### config.mk
export PLATFORM = sky130hd
export DESIGN_NAME = junction_light_ctrl
export DESIGN_NICKNAME = d
export VERILOG_FILES = /design/src/rtl/tl_pkg.sv /design/src/rtl/tl_dwell_counter.sv /design/src/rtl/tl_phase_fsm.sv /design/src/rtl/tl_lamp_driver.sv /design/src/rtl/junction_light_ctrl.sv
export SDC_FILE = /design/constraint.sdc
export NUM_CORES = 1
export LEC_CHECK = 0
export BUFFER_PORTS_ARGS = -buffer_cell sky130_fd_sc_hd__buf_2
export CAP_MARGIN = 15
export CORE_UTILIZATION = 50
export CTS_BUF_LIST = sky130_fd_sc_hd__clkbuf_4 sky130_fd_sc_hd__clkbuf_8 sky130_fd_sc_hd__clkbuf_16
export DETAILED_ROUTE_END_ITERATION = 16
export GPL_TIMING_DRIVEN = 0
export PLACE_DENSITY = 0.74
export SETUP_SLACK_MARGIN = 0.1
export SLEW_MARGIN = 40
export SYNTH_ARGS = -nofsm -noshare
export SYNTH_HDL_FRONTEND = slang
export SYNTH_SLANG_ARGS = --single-unit
### constraint.sdc
create_clock -name clk -period 3.46 [get_ports clk]
set_input_delay 1.038 -clock clk [delete_from_list [all_inputs] [get_ports clk]]
set_output_delay 1.038 -clock clk [all_outputs]
set_load 0.01 [all_outputs]
### src/rtl/tl_pkg.sv
package tl_pkg;

  typedef enum logic [1:0] {
    LT_RED   = 2'b00,
    LT_YEL   = 2'b01,
    LT_GRN   = 2'b10,
    LT_BLINK = 2'b11
  } lamp_code_t;

  typedef enum logic [2:0] {
    PH_REST       = 3'd0,
    PH_CLEAR      = 3'd1,
    PH_WARN       = 3'd2,
    PH_AMBER      = 3'd3,
    PH_SIDE_GO    = 3'd4,
    PH_SIDE_AMBER = 3'd5
  } phase_t;

  function automatic int max_of(input int a, input int b);
    return (a > b) ? a : b;
  endfunction

endpackage

### src/rtl/tl_dwell_counter.sv
module tl_dwell_counter #(
  parameter int CNT_W = 5
) (
  input  logic             clk,
  input  logic             rst,
  input  logic             clear,
  input  logic             run,
  input  logic             tick_en,
  input  logic [CNT_W-1:0] limit,
  output logic             last
);

  logic [CNT_W-1:0] cnt_q;

  always_ff @(posedge clk) begin
    if (rst || clear) begin
      cnt_q <= '0;
    end else if (run && tick_en) begin
      cnt_q <= cnt_q + 1'b1;
    end
  end

  assign last = run && tick_en && (cnt_q == limit - 1'b1);


  dwell_in_range_chk: assert property (@(posedge clk) disable iff (rst)
    run |-> (cnt_q < limit));

endmodule

### src/rtl/tl_phase_fsm.sv
module tl_phase_fsm
  import tl_pkg::*;
#(
  parameter int CNT_W            = 5,
  parameter int MAX_WAIT         = 25,
  parameter int WARN_TICKS       = 3,
  parameter int AMBER_TICKS      = 2,
  parameter int SIDE_GO_TICKS    = 10,
  parameter int SIDE_AMBER_TICKS = 2
) (
  input  logic             clk,
  input  logic             rst,
  input  logic             main_car,
  input  logic             side_car,
  input  logic             last,
  output phase_t           phase_q,
  output phase_t           phase_nxt,
  output logic             run,
  output logic             clear,
  output logic [CNT_W-1:0] limit
);

  always_comb begin
    phase_nxt = phase_q;
    unique case (phase_q)
      PH_REST:       if (side_car) phase_nxt = main_car ? PH_CLEAR : PH_WARN;
      PH_CLEAR:      if (!main_car || last) phase_nxt = PH_WARN;
      PH_WARN:       if (last) phase_nxt = PH_AMBER;
      PH_AMBER:      if (last) phase_nxt = PH_SIDE_GO;
      PH_SIDE_GO:    if (last) phase_nxt = PH_SIDE_AMBER;
      PH_SIDE_AMBER: if (last) phase_nxt = PH_REST;
      default:       phase_nxt = PH_REST;
    endcase
  end

  always_comb begin
    unique case (phase_q)
      PH_CLEAR:      limit = CNT_W'(MAX_WAIT);
      PH_WARN:       limit = CNT_W'(WARN_TICKS);
      PH_AMBER:      limit = CNT_W'(AMBER_TICKS);
      PH_SIDE_GO:    limit = CNT_W'(SIDE_GO_TICKS);
      PH_SIDE_AMBER: limit = CNT_W'(SIDE_AMBER_TICKS);
      default:       limit = CNT_W'(1);
    endcase
  end

  assign run   = (phase_q != PH_REST);
  assign clear = (phase_nxt != phase_q);

  always_ff @(posedge clk) begin
    if (rst) phase_q <= PH_REST;
    else     phase_q <= phase_nxt;
  end


  leave_rest_on_request_chk: assert property (@(posedge clk) disable iff (rst)
    (phase_q != PH_REST && $past(phase_q) == PH_REST) |-> $past(side_car));


  clear_ends_on_free_road_chk: assert property (@(posedge clk) disable iff (rst)
    (phase_q == PH_CLEAR && !main_car) |=> (phase_q == PH_WARN));


  phase_order_chk: assert property (@(posedge clk) disable iff (rst)
    (phase_q != $past(phase_q)) |->
      ((phase_q == PH_WARN && ($past(phase_q) == PH_REST || $past(phase_q) == PH_CLEAR)) ||
       (phase_q == PH_CLEAR && $past(phase_q) == PH_REST) ||
       (phase_q == PH_AMBER && $past(phase_q) == PH_WARN) ||
       (phase_q == PH_SIDE_GO && $past(phase_q) == PH_AMBER) ||
       (phase_q == PH_SIDE_AMBER && $past(phase_q) == PH_SIDE_GO) ||
       (phase_q == PH_REST && $past(phase_q) == PH_SIDE_AMBER)));

endmodule

### src/rtl/tl_lamp_driver.sv
module tl_lamp_driver
  import tl_pkg::*;
(
  input  logic       clk,
  input  logic       rst,
  input  logic       tick_en,
  input  phase_t     phase_q,
  input  phase_t     phase_nxt,
  output logic [1:0] main_q,
  output logic [1:0] side_q,
  output logic       lamp_q
);

  lamp_code_t main_d, side_d;
  logic       lamp_d;

  always_comb begin
    unique case (phase_nxt)
      PH_REST, PH_CLEAR: begin main_d = LT_GRN;   side_d = LT_RED; end
      PH_WARN:           begin main_d = LT_BLINK; side_d = LT_RED; end
      PH_AMBER:          begin main_d = LT_YEL;   side_d = LT_YEL; end
      PH_SIDE_GO:        begin main_d = LT_RED;   side_d = LT_GRN; end
      PH_SIDE_AMBER:     begin main_d = LT_RED;   side_d = LT_YEL; end
      default:           begin main_d = LT_RED;   side_d = LT_RED; end
    endcase
  end

  always_comb begin
    if (phase_nxt != PH_WARN)      lamp_d = 1'b1;
    else if (phase_q != PH_WARN)   lamp_d = 1'b1;
    else if (tick_en)              lamp_d = ~lamp_q;
    else                           lamp_d = lamp_q;
  end

  always_ff @(posedge clk) begin
    if (rst) begin
      main_q <= LT_GRN;
      side_q <= LT_RED;
      lamp_q <= 1'b1;
    end else begin
      main_q <= main_d;
      side_q <= side_d;
      lamp_q <= lamp_d;
    end
  end


  no_dual_green_chk: assert property (@(posedge clk) disable iff (rst)
    !((main_q == LT_GRN || main_q == LT_BLINK) && side_q == LT_GRN));


  dark_only_blinking_chk: assert property (@(posedge clk) disable iff (rst)
    !lamp_q |-> (main_q == LT_BLINK));


  side_go_after_amber_chk: assert property (@(posedge clk) disable iff (rst)
    (side_q == LT_GRN && $past(side_q) != LT_GRN) |->
      ($past(main_q) == LT_YEL && $past(side_q) == LT_YEL));

endmodule

### src/rtl/junction_light_ctrl.sv
module junction_light_ctrl
  import tl_pkg::*;
#(
  parameter int MAX_WAIT         = 25,
  parameter int WARN_TICKS       = 3,
  parameter int AMBER_TICKS      = 2,
  parameter int SIDE_GO_TICKS    = 10,
  parameter int SIDE_AMBER_TICKS = 2
) (
  input  logic       clk,
  input  logic       rst,
  input  logic       tick_en,
  input  logic       main_car,
  input  logic       side_car,
  output logic [1:0] main_light,
  output logic [1:0] side_light,
  output logic       main_lamp_on
);

  localparam int LONGEST = max_of(max_of(MAX_WAIT, WARN_TICKS),
                                  max_of(max_of(AMBER_TICKS, SIDE_GO_TICKS), SIDE_AMBER_TICKS));
  localparam int CNT_W   = $clog2(LONGEST + 1);

  phase_t           phase_q, phase_nxt;
  logic             run, clear, last;
  logic [CNT_W-1:0] limit;

  tl_phase_fsm #(
    .CNT_W(CNT_W), .MAX_WAIT(MAX_WAIT), .WARN_TICKS(WARN_TICKS),
    .AMBER_TICKS(AMBER_TICKS), .SIDE_GO_TICKS(SIDE_GO_TICKS),
    .SIDE_AMBER_TICKS(SIDE_AMBER_TICKS)
  ) u_fsm (
    .clk(clk), .rst(rst), .main_car(main_car), .side_car(side_car),
    .last(last), .phase_q(phase_q), .phase_nxt(phase_nxt),
    .run(run), .clear(clear), .limit(limit)
  );

  tl_dwell_counter #(.CNT_W(CNT_W)) u_dwell (
    .clk(clk), .rst(rst), .clear(clear), .run(run),
    .tick_en(tick_en), .limit(limit), .last(last)
  );

  tl_lamp_driver u_lamps (
    .clk(clk), .rst(rst), .tick_en(tick_en),
    .phase_q(phase_q), .phase_nxt(phase_nxt),
    .main_q(main_light), .side_q(side_light), .lamp_q(main_lamp_on)
  );

endmodule

Yosys cells after proc, flatten, opt, wreduce, memory -nomap -nowiden
Cells that the tools add are included.
{ "word_totals": {"ff_bits": 13, "inputBits": 5} }
{ "classes": {"bitwise_logic": 1, "add_sub_neg": 2, "n_mux": 11, "eq_ne": 14, "reduce_logical": 12} }
{ "ops": {"columns": ["op", "count"], "rows": [
  ["case mux 5 bit (4 select lines)", 1],
  ["two-way mux 3 bit", 6],
  ["case mux 3 bit (6 select lines)", 1],
  ["equality test 3 x 2 -> 1 bit (second input constant)", 4],
  ["equality test 3 bit (second input constant)", 4],
  ["equality test 3 x 1 -> 1 bit (second input constant)", 2],
  ["zero test 3 bit", 2],
  ["inequality test 3 x 2 -> 1 bit (second input constant)", 2],
  ["case mux 2 bit (3 select lines)", 1],
  ["OR reduction 2 bit", 3],
  ["adder 5 x 1 -> 5 bit (second input constant)", 1],
  ["equality test 5 bit", 1],
  ["subtractor 5 x 1 -> 5 bit (second input constant)", 1],
  ["case mux 2 bit (2 select lines)", 1],
  ["inequality test 3 bit", 1],
  ["nonzero test 3 bit", 1],
  ["OR reduction 3 bit", 1],
  ["logical AND 1 bit", 2],
  ["logical OR 1 bit", 2],
  ["two-way mux 2 bit", 1],
  ["zero test 1 bit", 1],
  ["NOT 1 bit", 1]
]} }

Depth between registers and ports, before layout
{ "depth": {"word_depth": 12, "mapped_depth": 10, "depth_no_buf": 8} }

Modules after synthesis
Synthesis repeated with hierarchy kept, for this count alone.
{ "unflattened": {"cells_unflattened": 91, "area_unflattened_um2": 815.8} }
{ "by_module_without_submodules": {"columns": ["module", "area_each_um2", "cells_per_inst", "seq_area_each_um2", "instances"], "rows": [
  ["tl_dwell_counter", 341.6, 39, 100.1, 1],
  ["tl_phase_fsm", 297.8, 38, 60.1, 1],
  ["tl_lamp_driver", 176.4, 14, 100.1, 1]
]} }

Worst setup path after synthesis
No wires, ideal clock.
{ "synth_timing": {"path_type": "flip-flop to flip-flop", "startpoint": "register u_fsm.phase_q[2]", "endpoint": "register u_lamps.main_q[1]", "period_less_slack_ns": 2.814, "arrival_time_ns": 2.691, "setup_time_ns": 0.123, "path_slack_ns": 0.646, "n_path_buf": 2, "stages_incl_launch_ff": 11, "path_cell_list": "dfxtp_1 -> clkbuf_1 -> clkbuf_1 -> nor2b_1 -> nor2_1 -> ha_1 -> xnor2_1 -> or4b_4 -> a311oi_2 -> o2bb2ai_1 -> a21oi_1"} }
{ "synth_via": {"elab_chain_cells": 12} }
{ "synth_lines": {"columns": ["element", "line", "source"], "rows": [
  ["start: declaration", "tl_phase_fsm.sv:16", "output phase_t phase_q,"],
  ["start signal: assignment", "tl_phase_fsm.sv:52", "else phase_q <= phase_nxt;"],
  ["equality test 3 x 2 -> 1 bit or equality test 3 bit (tied branches)", "tl_phase_fsm.sv:25, tl_phase_fsm.sv:37", null],
  ["OR reduction 2 bit (no line)", null, null],
  ["case mux 5 bit (4 select lines)", "tl_phase_fsm.sv:37", "unique case (phase_q)"],
  ["subtractor 5 x 1 -> 5 bit", "tl_dwell_counter.sv:23", "assign last = run && tick_en && (cnt_q == limit - 1'b1);"],
  ["equality test 5 bit", "tl_dwell_counter.sv:23", null],
  ["logical AND 1 bit", "tl_dwell_counter.sv:23", null],
  ["logical OR 1 bit", "tl_phase_fsm.sv:27", "PH_CLEAR: if (!main_car || last) phase_nxt = PH_WARN;"],
  ["two-way mux 3 bit", "tl_phase_fsm.sv:27", null],
  ["case mux 3 bit (6 select lines) *", "tl_phase_fsm.sv:25", "unique case (phase_q)"],
  ["equality test 3 x 1 -> 1 bit or zero test 3 bit (tied branches)", "tl_lamp_driver.sv:18", "unique case (phase_nxt)"],
  ["OR reduction 2 bit", "tl_lamp_driver.sv:18", null],
  ["case mux 2 bit (3 select lines) *", "tl_lamp_driver.sv:18", null],
  ["end signal: assignment", "tl_lamp_driver.sv:41", "main_q <= main_d;"],
  ["end: declaration", "tl_lamp_driver.sv:9", "output logic [1:0] main_q,"]
]} }
Every way passes the cells marked *; elsewhere a longest branch is shown, timed or not.
A chain may end at the register's enable or synchronous reset.

Final worst setup path
Same ends and word-level chain as after synthesis.

==> impl_metrics.yaml <==
cells_and_area:
  final_nets: 141
  area_delta_synth_final_pct: 11.7
  final_cell_mix: "13 x dfxtp_1, 10 x buf_2, 10 x nor2_1"
  final_common_cell: "dfxtp_1"
  diodes: 0
  layout-drive-gt1-share_pct: 19.5
setup_path:
  crit_family: "simple AND/OR/NAND/NOR gates"
  crit_start: "u_fsm.phase_q[2]$_SDFF_PP0_"
  worstPathRequired_ns: 3.62
  worst_path_max_delay_cell: "or4b_4"
  cp_num_cells: 10
  critPathCaptureType: "flip-flop"
  r2r_slack_ns: 0.24
  cp_max_fo: 10
  critPathBufInv: 2
  startpoint_type: "flip-flop"
  crit_chain: "clkbuf_1, clkbuf_2, nor2b_1, nor2_1, ha_1, xnor2_1, or4b_4, a311oi_2, o2bb2ai_1, a21oi_1"
  endpoint: "u_lamps.main_q[1]$_SDFF_PP1_"
  cp.arrival_ns: 3.38
  rr_startpoint: "u_fsm.phase_q[2]$_SDFF_PP0_"
  max_stage_delay_ns: 0.60
  r2r_cells: 10
  critPathKind: "reg2reg"
  worstReg2RegEnd: "u_lamps.main_q[1]$_SDFF_PP1_"
synth:
  synth_edf_count: 0
  mappedNetlistArea_um2: 1000
  syn_avg_cell_area_um2: 8.36
  async_flop_share_pct: 0
  syn_nets: 127
  ys_ff_latch: 13
  synth_ff_type: "dfxtp_1"
  ys_types: 48
  netlist_instances: 120
  synth-warning-count: 0
  yosysSeqAreaShare_pct: 25.9
pwr:
  leakage_nw: 0.436
  power_density_nw_per_um2: 780
  irDropWorstVdd_uv: 513
flow_run:
  cap_violations: 0
sta:
  relSlewSlack_pct: 49.5
  worst_pin_slew_ns: 0.745
  period_share_pct: 93.2
  slew_viol_final: 0
  fmax_mhz: 310
  grt_setup_unrepaired: "no"
  skew_ns: 0.00223
  layout_setup_ws_ns: 0.237
  finalHoldViolCount: 0
  fin_setup_tns_ns: 0
  finalSetupViolations: 0
  min_period_ns: 3.22
clock_network:
  numCtsBuffers: 3
  cts.sinks: 13
  clkTransAtPathRegs_ns: 0.08
  clock_latency_ns: 0.27
  root_buffer: "clkbuf_4"
  htree_levels: 1
  clockBufferDepth: 2
  cts_tree: "done"
global_route:
  gr-total-overflow: 0
  grt_max_degree: 11
  grt_util_all_layers_pct: 24.1
  antenna_found_initial: 0
  grt_pass1_vias: 860
  grt_first_pass_wirelength_um: 3750
place:
  dp_slack_ns: 0.232
  gp_congestion: 0.900
  post-dp-hpwl_um: 1720
  portBuffers: 9
status:
  outcome: "finished, final reports clean"
die:
  rows: 15
  start_util_pct: 55.7
  die_h_um: 46.8
  die_w_um: 46.8
  fp.coreArea_um2: 1800
  die_area_um2: 2190
  ioPinCount: 10
routing:
  vias: 1007
  drt_pre_antenna_iters: 4
  drc: 0
  wl_per_cell_um: 14.8
  postRouteAntennaNets: 0
  first_iter_violations: 52
  wirelength_um: 2350
  viasPerCell: 6.37
hold_path:
  min_path_type: "reg2reg"
metrics by stage:
| step | hold slack [ns] | total power, mW | std cells | cell area, µm² | util, % |
|---|---|---|---|---|---|
| 6_report | 0.528 | 0.875 | 158 | 1120 | 62.2 |
| 3_5_place_dp | 0.512 | 0.746 | 154 | 1080 | 59.9 |
| 3_3_place_gp | 0.504 | 0.737 | 154 | 1080 | 59.9 |
| 4_1_cts | 0.535 | 0.851 | 158 | 1110 | 61.6 |
| 5_1_grt | 0.579 | 0.938 | 158 | 1120 | 62.2 |
| 2_1_floorplan | 0.539 | 0.632 | 120 | 1000 | - |
worst register-to-register path, delay by kind of cell, from the launching register on:
family	cells	cell delay [ns]
xor gates and xnor gates	1	0.21
AOI/OAI and AO/OA	3	0.68
buffers and inverters	2	0.64
adders and majority gates	1	0.29
DFF	1	0.37
and+or+nand+nor	3	0.93
timing repair:
action / 4_1_cts / 5_1_grt
setup buffers: 0 / 0
setup endpoints to repair: 0 / 11
gates resized for setup: 0 / 4
hold buffers: 0 / 0
kinds of logic after synthesis:
family | count (synthesis) | share of synthesized area (%)
mux | 2 | 2.00
simple gates | 55 | 33.4
compound gates | 32 | 25.8
xor+xnor | 7 | 6.11
buf+inv | 9 | 4.24
flops | 13 | 25.9
fa+ha+maj | 2 | 2.49
area by class of cell:
| class | count | area [µm²] |
|---|---|---|
| well taps | 25 | 31.3 |
| fillers | 167 | 681 |
| multi-input cells | 98 | 711 |
| plain buffers | 8 | 40.0 |
| clock buffers | 4 | 30.0 |
| inverters | 1 | 3.75 |
| flip-flops and latches | 13 | 260 |
| repair buffers | 9 | 45.0 |
synthesized netlist by cell type, drive strengths merged, types with 2 or more instances:
cell	number	area, µm²
nand2	5	18.8
a211oi	9	72.6
xnor2	3	26.3
nand2b	5	31.3
nand4	3	18.8
ha	2	25.0
nor2	10	37.5
xor2	4	35.0
mux2i	2	20.0
a21oi	6	30.0
o21bai	2	18.8
or3	2	12.5
o2111a	2	22.5
nor2b	5	31.3
nand3b	2	15.0
nor3	6	30.0
a21o	2	15.0
buf	2	16.3
or4b	2	23.8
dfxtp	13	260
nor4	3	18.8
o21ai	2	10.0
clkbuf	6	22.5
nor3b	2	15.0
and4b	2	20.0
flip-flops by register name (all words and copies together), names as in the netlist:
| signal | count |
|---|---|
| u_dwell.cnt_q | 5 |
| u_lamps.main_q | 2 |
| u_fsm.phase_q | 3 |
| u_lamps.lamp_q | 1 |
| u_lamps.side_q | 2 |
metal layers:
metal,vias to the layer above,routed length [µm],global-route usage [%]
li1,482,-,-
met4,0,15,8.57
met1,467,1030,31.8
met2,56,1080,37.5
met5,-,0,0
met3,2,224,6.92
power breakdown:
part	switching [mW]	total, mW	internal (mW)
clock network	0.0493	0.102	0.0525
registers	0.0229	0.207	0.184
logic	0.341	0.566	0.224
worst min path at each step:
| stage | cells after the start | slack [ns] | startpoint | to |
|---|---|---|---|---|
| global route | 2 | 0.58 | u_lamps.lamp_q$_SDFFE_PP1P_ | u_lamps.lamp_q$_SDFFE_PP1P_ |
| detailed placement | 2 | 0.51 | u_lamps.lamp_q$_SDFFE_PP1P_ | u_lamps.lamp_q$_SDFFE_PP1P_ |
| global placement | 2 | 0.50 | u_lamps.lamp_q$_SDFFE_PP1P_ | u_lamps.lamp_q$_SDFFE_PP1P_ |
| floorplan | 2 | 0.54 | u_dwell.cnt_q[1]$_SDFFE_PP0P_ | u_dwell.cnt_q[1]$_SDFFE_PP0P_ |
| finish | 2 | 0.53 | u_lamps.lamp_q$_SDFFE_PP1P_ | u_lamps.lamp_q$_SDFFE_PP1P_ |
| CTS | 2 | 0.54 | u_lamps.lamp_q$_SDFFE_PP1P_ | u_lamps.lamp_q$_SDFFE_PP1P_ |
Note: power is estimated with default switching activity, not from simulation.
